===== src/rtl/pmon_pkg.sv =====
package pmon_pkg;
   // Bit positions inside the 32-bit mode-control register
   localparam int CTL_W        = 32;
   localparam int IDX_HOLD_ALL = 31;
   localparam int IDX_HOLD_SUP = 30;
   localparam int IDX_HOLD_USR = 29;
   localparam int IDX_HOLD_MK1 = 28;
   localparam int IDX_HOLD_MK0 = 27;
   localparam int IDX_IRQ_ARM  = 26;

   typedef struct packed {
      logic all;
      logic sup;
      logic usr;
      logic mk1;
      logic mk0;
   } hold_cfg_t;

   function automatic hold_cfg_t cfg_from_ctl(input logic [CTL_W-1:0] c);
      hold_cfg_t h;
      h.all = c[IDX_HOLD_ALL];
      h.sup = c[IDX_HOLD_SUP];
      h.usr = c[IDX_HOLD_USR];
      h.mk1 = c[IDX_HOLD_MK1];
      h.mk0 = c[IDX_HOLD_MK0];
      return h;
   endfunction
endpackage


===== src/rtl/pmon_ctl_reg.sv =====
module pmon_ctl_reg
   import pmon_pkg::*;
(
   input  logic             clk,
   input  logic             rst_n,
   input  logic             wr_en_i,
   input  logic [CTL_W-1:0] wr_data_i,
   input  logic             fire_i,
   output logic [CTL_W-1:0] ctl_q
);
   localparam logic [CTL_W-1:0] ARM_MASK = CTL_W'(1) << IDX_IRQ_ARM;

   logic [CTL_W-1:0] ctl_d;

   always_comb begin
      ctl_d = ctl_q;
      if (wr_en_i) ctl_d = wr_data_i;
      // hardware disarm wins over a concurrent software write
      if (fire_i)  ctl_d = ctl_d & ~ARM_MASK;
   end

   always_ff @(posedge clk or negedge rst_n) begin
      if (!rst_n) ctl_q <= '0;
      else        ctl_q <= ctl_d;
   end

   AST_DISARM_ON_IRQ: assert property (@(posedge clk) disable iff (!rst_n)
      fire_i |=> !ctl_q[IDX_IRQ_ARM]);
   AST_CTL_WRITE_ONLY: assert property (@(posedge clk) disable iff (!rst_n)
      !wr_en_i |=> ((ctl_q | ARM_MASK) == ($past(ctl_q) | ARM_MASK)));
endmodule


===== src/rtl/pmon_freeze.sv =====
module pmon_freeze
   import pmon_pkg::*;
(
   input  hold_cfg_t cfg_i,
   input  logic      pr_i,
   input  logic      pm_i,
   output logic      frozen_o
);
   logic by_state, by_mark;

   always_comb begin
      by_state = (cfg_i.sup & ~pr_i) | (cfg_i.usr & pr_i);
      by_mark  = (cfg_i.mk1 & pm_i)  | (cfg_i.mk0 & ~pm_i);
      frozen_o = cfg_i.all | by_state | by_mark;
   end
endmodule


===== src/rtl/pmon_counter.sv =====
module pmon_counter #(
   parameter int W = 32
) (
   input  logic         clk,
   input  logic         rst_n,
   input  logic         wr_en_i,
   input  logic [W-1:0] wr_data_i,
   input  logic         ev_i,
   input  logic         frozen_i,
   output logic [W-1:0] cnt_q,
   output logic         rise_o
);
   logic         inc;
   logic [W-1:0] nxt;

   always_comb begin
      inc    = ev_i & ~frozen_i & ~wr_en_i;
      nxt    = cnt_q + W'(1);
      rise_o = inc & ~cnt_q[W-1] & nxt[W-1];
   end

   always_ff @(posedge clk or negedge rst_n) begin
      if (!rst_n)       cnt_q <= '0;
      else if (wr_en_i) cnt_q <= wr_data_i;
      else if (inc)     cnt_q <= nxt;
   end

   AST_FROZEN_HOLD: assert property (@(posedge clk) disable iff (!rst_n)
      (frozen_i && !wr_en_i) |=> $stable(cnt_q));
   AST_STEP_ONE: assert property (@(posedge clk) disable iff (!rst_n)
      (ev_i && !frozen_i && !wr_en_i) |=> (cnt_q == $past(cnt_q) + W'(1)));
   AST_SW_WINS: assert property (@(posedge clk) disable iff (!rst_n)
      wr_en_i |=> (cnt_q == $past(wr_data_i)));
endmodule


===== src/rtl/pmon_gate_ctrl.sv =====
module pmon_gate_ctrl
   import pmon_pkg::*;
#(
   parameter int ADDR_W     = 10,
   parameter int CNT_W      = 32,
   parameter int N_CNT      = 2,
   parameter int A_CTL      = 952,
   parameter int A_CTL_U    = 936,
   parameter int A_CNT_BASE = 953
) (
   input  logic              clk,
   input  logic              rst_n,
   input  logic              spr_valid,
   input  logic              spr_wr,
   input  logic              spr_user,
   input  logic [ADDR_W-1:0] spr_addr,
   input  logic [31:0]       spr_wdata,
   output logic [31:0]       spr_rdata,
   input  logic              msr_pr,
   input  logic              msr_pm,
   input  logic [N_CNT-1:0]  ev_in,
   output logic              irq_o,
   output logic              priv_err_o
);
   initial begin
      AST_PARAM_CNT_W: assert (CNT_W >= 2 && CNT_W <= 32);
      AST_PARAM_N_CNT: assert (N_CNT >= 1);
      AST_PARAM_ADDR:  assert (A_CTL != A_CTL_U && (A_CNT_BASE > A_CTL || A_CNT_BASE + N_CNT <= A_CTL_U));
   end

   logic [CTL_W-1:0] ctl_q;
   logic             hit_ctl, hit_alias, wr_ok, bad_acc, frozen, fire;
   logic [N_CNT-1:0] hit_cnt, rise;
   logic [CNT_W-1:0] cnt_val [N_CNT];
   logic             irq_q, err_q;

   // ---------------- address decode ----------------
   always_comb begin
      hit_ctl   = (spr_addr == ADDR_W'(A_CTL));
      hit_alias = (spr_addr == ADDR_W'(A_CTL_U));
      wr_ok     = spr_valid & spr_wr & ~spr_user;
      bad_acc   = spr_valid & ((spr_wr & hit_alias) | (spr_user & (hit_ctl | (|hit_cnt))));
   end

   pmon_ctl_reg u_ctl (
      .clk       (clk),
      .rst_n     (rst_n),
      .wr_en_i   (wr_ok & hit_ctl),
      .wr_data_i (spr_wdata),
      .fire_i    (fire),
      .ctl_q     (ctl_q)
   );

   pmon_freeze u_frz (
      .cfg_i    (cfg_from_ctl(ctl_q)),
      .pr_i     (msr_pr),
      .pm_i     (msr_pm),
      .frozen_o (frozen)
   );

   for (genvar g = 0; g < N_CNT; g++) begin : g_cnt
      assign hit_cnt[g] = (spr_addr == ADDR_W'(A_CNT_BASE + g));
      pmon_counter #(.W(CNT_W)) u_cnt (
         .clk       (clk),
         .rst_n     (rst_n),
         .wr_en_i   (wr_ok & hit_cnt[g]),
         .wr_data_i (spr_wdata[CNT_W-1:0]),
         .ev_i      (ev_in[g]),
         .frozen_i  (frozen),
         .cnt_q     (cnt_val[g]),
         .rise_o    (rise[g])
      );
   end

   // ---------------- read path ----------------
   always_comb begin
      spr_rdata = '0;
      if (spr_valid && !spr_wr) begin
         if (hit_alias || (hit_ctl && !spr_user)) spr_rdata = ctl_q;
         for (int i = 0; i < N_CNT; i++)
            if (hit_cnt[i] && !spr_user) spr_rdata = 32'(cnt_val[i]);
      end
   end

   // ---------------- interrupt and error pulses ----------------
   assign fire = ctl_q[IDX_IRQ_ARM] & (|rise);

   always_ff @(posedge clk or negedge rst_n) begin
      if (!rst_n) begin
         irq_q <= 1'b0;
         err_q <= 1'b0;
      end else begin
         irq_q <= fire;
         err_q <= bad_acc;
      end
   end

   assign irq_o      = irq_q;
   assign priv_err_o = err_q;

   AST_IRQ_ONE_SHOT: assert property (@(posedge clk) disable iff (!rst_n)
      irq_o |=> !irq_o);
   AST_IRQ_DISARMED: assert property (@(posedge clk) disable iff (!rst_n)
      irq_o |-> !ctl_q[IDX_IRQ_ARM]);
   AST_ERR_AFTER_ACCESS: assert property (@(posedge clk) disable iff (!rst_n)
      priv_err_o |-> $past(spr_valid));
endmodule


===== config.mk =====
export PLATFORM = sky130hd
export DESIGN_NAME = pmon_gate_ctrl
export DESIGN_NICKNAME = d
export VERILOG_FILES = /design/src/rtl/pmon_pkg.sv /design/src/rtl/pmon_ctl_reg.sv /design/src/rtl/pmon_freeze.sv /design/src/rtl/pmon_counter.sv /design/src/rtl/pmon_gate_ctrl.sv
export SDC_FILE = /design/constraint.sdc
export NUM_CORES = 1
export LEC_CHECK = 0
export BUFFER_PORTS_ARGS = -buffer_cell sky130_fd_sc_hd__buf_2
export CAP_MARGIN = 20
export CORE_MARGIN = 4
export CORE_UTILIZATION = 38
export DETAILED_ROUTE_END_ITERATION = 8
export HOLD_SLACK_MARGIN = 0.12
export REMOVE_ABC_BUFFERS = 1
export SLEW_MARGIN = 0
export SYNTH_ARGS = -nofsm -noshare
export SYNTH_HDL_FRONTEND = slang
export SYNTH_SLANG_ARGS = --single-unit

===== constraint.sdc =====
create_clock -name clk -period 2.75 [get_ports clk]
set_input_delay 0 -clock clk [delete_from_list [all_inputs] [get_ports clk]]
set_output_delay 0 -clock clk [all_outputs]
set_load 0.005 [all_outputs]

* Word-level counts from Yosys, hierarchy flattened *
Cells that the tools add are included.

cells by class
  muxes and demuxes = 10
  bitwise gates (word level) = 35
  eq/ne operators = 4
  add/subtract/negate cells = 2
  reductions and logical operators = 12

operator list
  kind                                           number
  2-to-1 mux 32 bit                              9
  adder 32 x 1 -> 32 bit, second input constant  2
  equality test 10 bit, second input constant    4
  2-to-1 mux 27 bit                              1
  AND 1 bit                                      21
  NOT 1 bit                                      8
  OR 1 bit                                       6
  nonzero test 2 bit                             3
  logical AND 1 bit                              4
  OR reduction 2 bit                             2
  zero test 1 bit                                2
  logical OR 1 bit                               1

storage, ports and cells
  word-level logic and storage cells = 69
  output and inout bits = 34
  flip-flop bits (word level) = 98
  input port bits = 51

* Depth between registers and ports, before layout *
  depth in word-level cells = 13
  depth in mapped cells = 7
  mapped depth without buffers = 6

* Cells and area by module *
Synthesis repeated with hierarchy kept, for this count alone.

unflattened totals
  cells, all modules = 720
  area, all modules = 6,986.7 sq um

modules (own cells, without submodules)
  module                          times used  cells each  area each (sq um)  sequential area each (sq um)
  pmon_counter at g_cnt[0].u_cnt  1           236         2,040.7            800.8
  pmon_counter at g_cnt[1].u_cnt  1           225         1,943.1            800.8
  pmon_gate_ctrl                  1           187         1,631.6            50.0
  pmon_ctl_reg                    1           69          1,343.8            800.8
  pmon_freeze                     1           3           27.5               0.0

* Worst setup path before layout *
Ideal clock, no wire load.

  path kind = register to register
  from = register u_ctl.ctl_q[27]
  to = register g_cnt[0].u_cnt.cnt_q[30]
  required time = 2,627 ps
  arrival time = 1,651 ps
  stages on the path, launching flop included = 6
  setup time = 123 ps
  path buffers = 0
  clock period less this slack = 1,774 ps
  path slack = 976 ps
  cell sequence = dfrtp_1 -> mux2_4 -> or4_4 -> nor4_4 -> xnor2_1 -> a21oi_1

on the way
  cells in the longest elaborated chain, start to end = 7

ends and longest elaborated chain
  what                          line                text
  start: declaration            pmon_ctl_reg.sv:9   output logic [CTL_W-1:0] ctl_q
  start signal: assignment      pmon_ctl_reg.sv:24  else ctl_q <= ctl_d;
  AND 1 bit                     pmon_freeze.sv:13   by_mark = (cfg_i.mk1 & pm_i) | (cfg_i.mk0 & ~pm_i);
  OR 1 bit                      pmon_freeze.sv:13
  OR 1 bit                      pmon_freeze.sv:14   frozen_o = cfg_i.all | by_state | by_mark;
  NOT 1 bit                     pmon_counter.sv:17  inc = ev_i & ~frozen_i & ~wr_en_i;
  AND 1 bit (2 in series)       pmon_counter.sv:17
  nonzero test 2 bit (no line)  --
  end signal: assignment        pmon_counter.sv:24  else if (wr_en_i) cnt_q <= wr_data_i;
  end signal: assignment        pmon_counter.sv:25  else if (inc) cnt_q <= nxt;
  end: declaration              pmon_counter.sv:10  output logic [W-1:0] cnt_q,

No other way between the ends.
A chain may end at the register's enable or synchronous reset.

* Worst setup path after layout *
  from = register u_ctl.ctl_q[31]
  to = register g_cnt[0].u_cnt.cnt_q[31]

on the way
  cells in the longest elaborated chain, start to end = 6

ends and longest elaborated chain
  what                          line
  OR 1 bit (2 in series)        pmon_freeze.sv:14
  NOT 1 bit                     pmon_counter.sv:17
  AND 1 bit (2 in series)       pmon_counter.sv:17
  nonzero test 2 bit (no line)  --

No other way between the ends.

==> flow_metrics.env <==
export IMPL_netlist_top_cell_by_area="sky130_fd_sc_hd__dfrtp_1"
export IMPL_route_detailed_wl_per_inst_um=18.21
export IMPL_clkSinkCount=98
export IMPL_maxCapViolCount=0
export IMPL_timing_setup_tns_ns=0
export IMPL_post_synth_num_cell_types=46
export IMPL_final_design_area_no_fill_sq_um=7036
export IMPL_post_synth_inst_count=617
export IMPL_grt_overflow=0
export IMPL_worst_ep_arrival_time_ns=2.41
export IMPL_crit_path_max_fanout=8
export IMPL_dpl_hpwl_mm=11.33
export IMPL_grt_setup_unrepaired="no"
export IMPL_grt_usage_pct=20.48
export IMPL_drt_total_wl_mm=16.72
export IMPL_critical_path_startpoint_type="flop"
export IMPL_post_dp_cell_area_sq_um=6347
export IMPL_criticalPathCategory="reg2reg"
export IMPL_wp_data_required_ns=2.95
export IMPL_chipHeight_um=130.7
export IMPL_timing_max_transition_violations_final=0
export IMPL_synth_top_cells_by_area="sky130_fd_sc_hd__dfrtp_1 43%, sky130_fd_sc_hd__mux2_2 6.5%, sky130_fd_sc_hd__a21oi_1 5.3%"
export IMPL_finalSetupViolations=0
export IMPL_die_area_sq_um=17070
export IMPL_total_leakage_power_nw=3.029
export IMPL_worst_pin_slew_ns=0.8800
export IMPL_final_instance_count_excl_fill=918
export IMPL_core_sq_um=14640
export IMPL_worstSetupEndpointType="flop"
export IMPL_number_of_global_route_vias_before_repair=5222
export IMPL_grt_max_degree=66
export IMPL_grt_antenna_before_repair=0
export IMPL_detailedRoute_firstPassIterationCount=5
export IMPL_postRouteAntennaNets=0
export IMPL_share_of_synthesized_registers_carrying_an_async_set_or_reset_pct=100.0
export IMPL_net_count_reported_at_finish=783
export IMPL_cts_max_path_buffers=2
export IMPL_postSynthAreaPerCell_sq_um=9.265
export IMPL_die_x_um=130.7
export IMPL_final_min_clock_period_ns=2.214
export IMPL_port_buffers=84
export IMPL_finClkSkew_ns=0.009730
export IMPL_synth_top_cell_area_share_pct=42.90
export IMPL_worst_skew_pair_late_latency_ns=0.35
export IMPL_layout_drive_gt1_share_pct=21.53
export IMPL_drtIter0Drc=296
export IMPL_ys_flop_type="sky130_fd_sc_hd__dfrtp_1"
export IMPL_layout_filler_cells=1431
export IMPL_outcome="completed"
export IMPL_cts_tree="built"
export IMPL_total_power_mw=3.399
export IMPL_fin_hold_viols=0
export IMPL_antennaDiodeCount=0
export IMPL_power_ir_vdd_worst_mv=0.2627
export IMPL_post_route_drc_count=0
export IMPL_syn_area_sq_um=5717
export IMPL_place_inst=863
export IMPL_grt_pass1_wl_mm=27.14
export IMPL_worst_setup_hold_path_clk_slew_ns=0.07
export IMPL_ctsResizeCount=0
export IMPL_vias_per_cell=5.573
export IMPL_replace_congestion=0.9014
export IMPL_syn2layout_area_growth_pct=23.07
export IMPL_vias=5116
export IMPL_ys_ff_latch=98
export IMPL_synth_yosys_warnings=0
export IMPL_slew_limit_headroom_pct=41.34
export IMPL_synth_edff_count=0
export IMPL_numCtsBuffers=9
export IMPL_hold_path_class="in2reg"
export IMPL_fmax_mhz=451.7
export IMPL_ctsRootBufferMaster="sky130_fd_sc_hd__clkbuf_16"
export IMPL_power_per_cell_area_nw_per_um2=483.2
export IMPL_cts_htree_levels=3
export IMPL_initial_utilization_pct=39.04
export IMPL_post_route_period_util_pct=80.50
export IMPL_num_rows=44
export IMPL_ys_seq_area_share_pct=42.90
export IMPL_count_of_boundary_i_o_pins=85
flip-flops by register name, indices dropped and copies added (netlist names):
register	count
priv_err_o	1
irq_o	1
u_ctl.ctl_q	32
g_cnt.u_cnt.cnt_q	64
final timing paths:
path	from	slack [ns]	endpoint	cells past startpoint
max reg2reg	u_ctl.ctl_q[31]	0.54	g_cnt[0].u_cnt.cnt_q[31]	5
max	u_ctl.ctl_q[31]	0.54	g_cnt[0].u_cnt.cnt_q[31]	5
min reg2reg	u_ctl.ctl_q[22]	0.51	u_ctl.ctl_q[22]	1
min in group asynchronous	rst_n	0.30	g_cnt[1].u_cnt.cnt_q[12]	2
min	ev_in[0]	0.26	g_cnt[0].u_cnt.cnt_q[0]	4
max in group asynchronous	rst_n	1.78	u_ctl.ctl_q[14]	3
cells in the mapped netlist, types with 3 or more instances:
library cell / n
sky130_fd_sc_hd__dfrtp_1: 98
sky130_fd_sc_hd__nand2_1: 67
sky130_fd_sc_hd__a21oi_1: 60
sky130_fd_sc_hd__nor2_1: 55
sky130_fd_sc_hd__xnor2_1: 34
sky130_fd_sc_hd__mux2_2: 33
sky130_fd_sc_hd__a22oi_1: 26
sky130_fd_sc_hd__o21ai_0: 24
sky130_fd_sc_hd__clkbuf_1: 23
sky130_fd_sc_hd__xor2_1: 22
sky130_fd_sc_hd__nand3_1: 20
sky130_fd_sc_hd__nand4_1: 20
sky130_fd_sc_hd__nor3_1: 13
sky130_fd_sc_hd__inv_1: 12
sky130_fd_sc_hd__nor4_1: 12
sky130_fd_sc_hd__and3_1: 11
sky130_fd_sc_hd__and4_1: 10
sky130_fd_sc_hd__buf_2: 8
sky130_fd_sc_hd__a222oi_1: 7
sky130_fd_sc_hd__a31oi_1: 6
sky130_fd_sc_hd__and2_1: 6
sky130_fd_sc_hd__mux2i_1: 5
sky130_fd_sc_hd__o31ai_1: 4
sky130_fd_sc_hd__or4_1: 4
sky130_fd_sc_hd__buf_1: 3
cells in the final DEF, fill, tap and decap left out, types with 12 or more instances in the layout:
master                          Yosys  routed
sky130_fd_sc_hd__a22oi_1           26      26
sky130_fd_sc_hd__nor3_1            13      13
sky130_fd_sc_hd__dfrtp_1           98      98
sky130_fd_sc_hd__dlygate4sd3_1      0      40
sky130_fd_sc_hd__buf_2              8      83
sky130_fd_sc_hd__nand2_1           67      67
sky130_fd_sc_hd__nor4_1            12      12
sky130_fd_sc_hd__o21ai_0           24      24
sky130_fd_sc_hd__a21oi_1           60      60
sky130_fd_sc_hd__inv_1             12      12
sky130_fd_sc_hd__xor2_1            22      22
sky130_fd_sc_hd__xnor2_1           34      34
sky130_fd_sc_hd__buf_4              2      15
sky130_fd_sc_hd__mux2_2            33      33
sky130_fd_sc_hd__nand4_1           20      20
sky130_fd_sc_hd__nand3_1           20      19
sky130_fd_sc_hd__nor2_1            55      55
worst max-delay path, stage by stage, from the launching register on:
cell and delay [ns]:
sky130_fd_sc_hd__dfrtp_1 0.47, sky130_fd_sc_hd__and4b_1 0.30, sky130_fd_sc_hd__nand4_1 0.39, sky130_fd_sc_hd__nor4_1 0.63
sky130_fd_sc_hd__xnor2_1 0.18, sky130_fd_sc_hd__a21oi_1 0.09
metrics by stage:
| stage | setup WS (ns) | hold slack, ns | util, % |
|---|---|---|---|
| after floorplan | -0.3846 | -0.2956 | - |
| after detailed placement | 0.6340 | 0.1739 | 43.34 |
| after global routing | 0.3033 | 0.2937 | 48.04 |
| final | 0.5363 | 0.2553 | 48.04 |
| after global placement | 0.6987 | 0.1684 | 43.34 |
| after CTS | 0.5420 | 0.2390 | 48.04 |
routing by layer:
layer  vias to the layer above  global-route usage, %  wire [um]
met5                         -                      0          0
met4                         0                  8.046        350
met3                        20                  2.520        635
met2                       110                  34.55       8166
met1                      2524                  26.89       7566
li1                       2462                      -          -
layout make-up:
| type | instances | area [sq um] | share of cell area (%) |
|---|---|---|---|
| clock inverter | 2 | 37.54 | 0.5335 |
| clock buffer | 13 | 250.2 | 3.557 |
| timing repair buffer | 139 | 948.4 | 13.48 |
| inverter | 12 | 45.04 | 0.6402 |
| multi-input combinational | 470 | 3072 | 43.66 |
| tap | 184 | 230.2 | 3.272 |
| sequential | 98 | 2452 | 34.86 |
timing repair:
action	CTS	global route
hold buffers	40	0
buffers inserted	0	0
endpoints found under the setup margin	0	0
hold endpoints to repair	162	0
cells by family (layout without fill, tap and decap cells):
logic type               count (synthesis)  in the layout  synth area share [%]
AO/OA/AOI/OAI                          129            129                 13.50
XOR/XNOR                                56             56                 8.580
adder cells (fa/ha/maj)                  2              2                0.4377
buffers and inverters                   49            166                 3.655
flip-flops                              98             98                 42.90
multiplexers                            40             40                 7.901
AND/OR/NAND/NOR                        243            243                 23.02
power breakdown:
group,total (mW),internal [mW],switching (mW),leakage (nW)
clock,1.26,0.727,0.534,0.136
sequential,1.71,1.55,0.152,1.34
combinational,0.433,0.213,0.220,1.55
total,3.40,2.49,0.906,3.03
No activity file was read; power rests on OpenSTA's default activity.
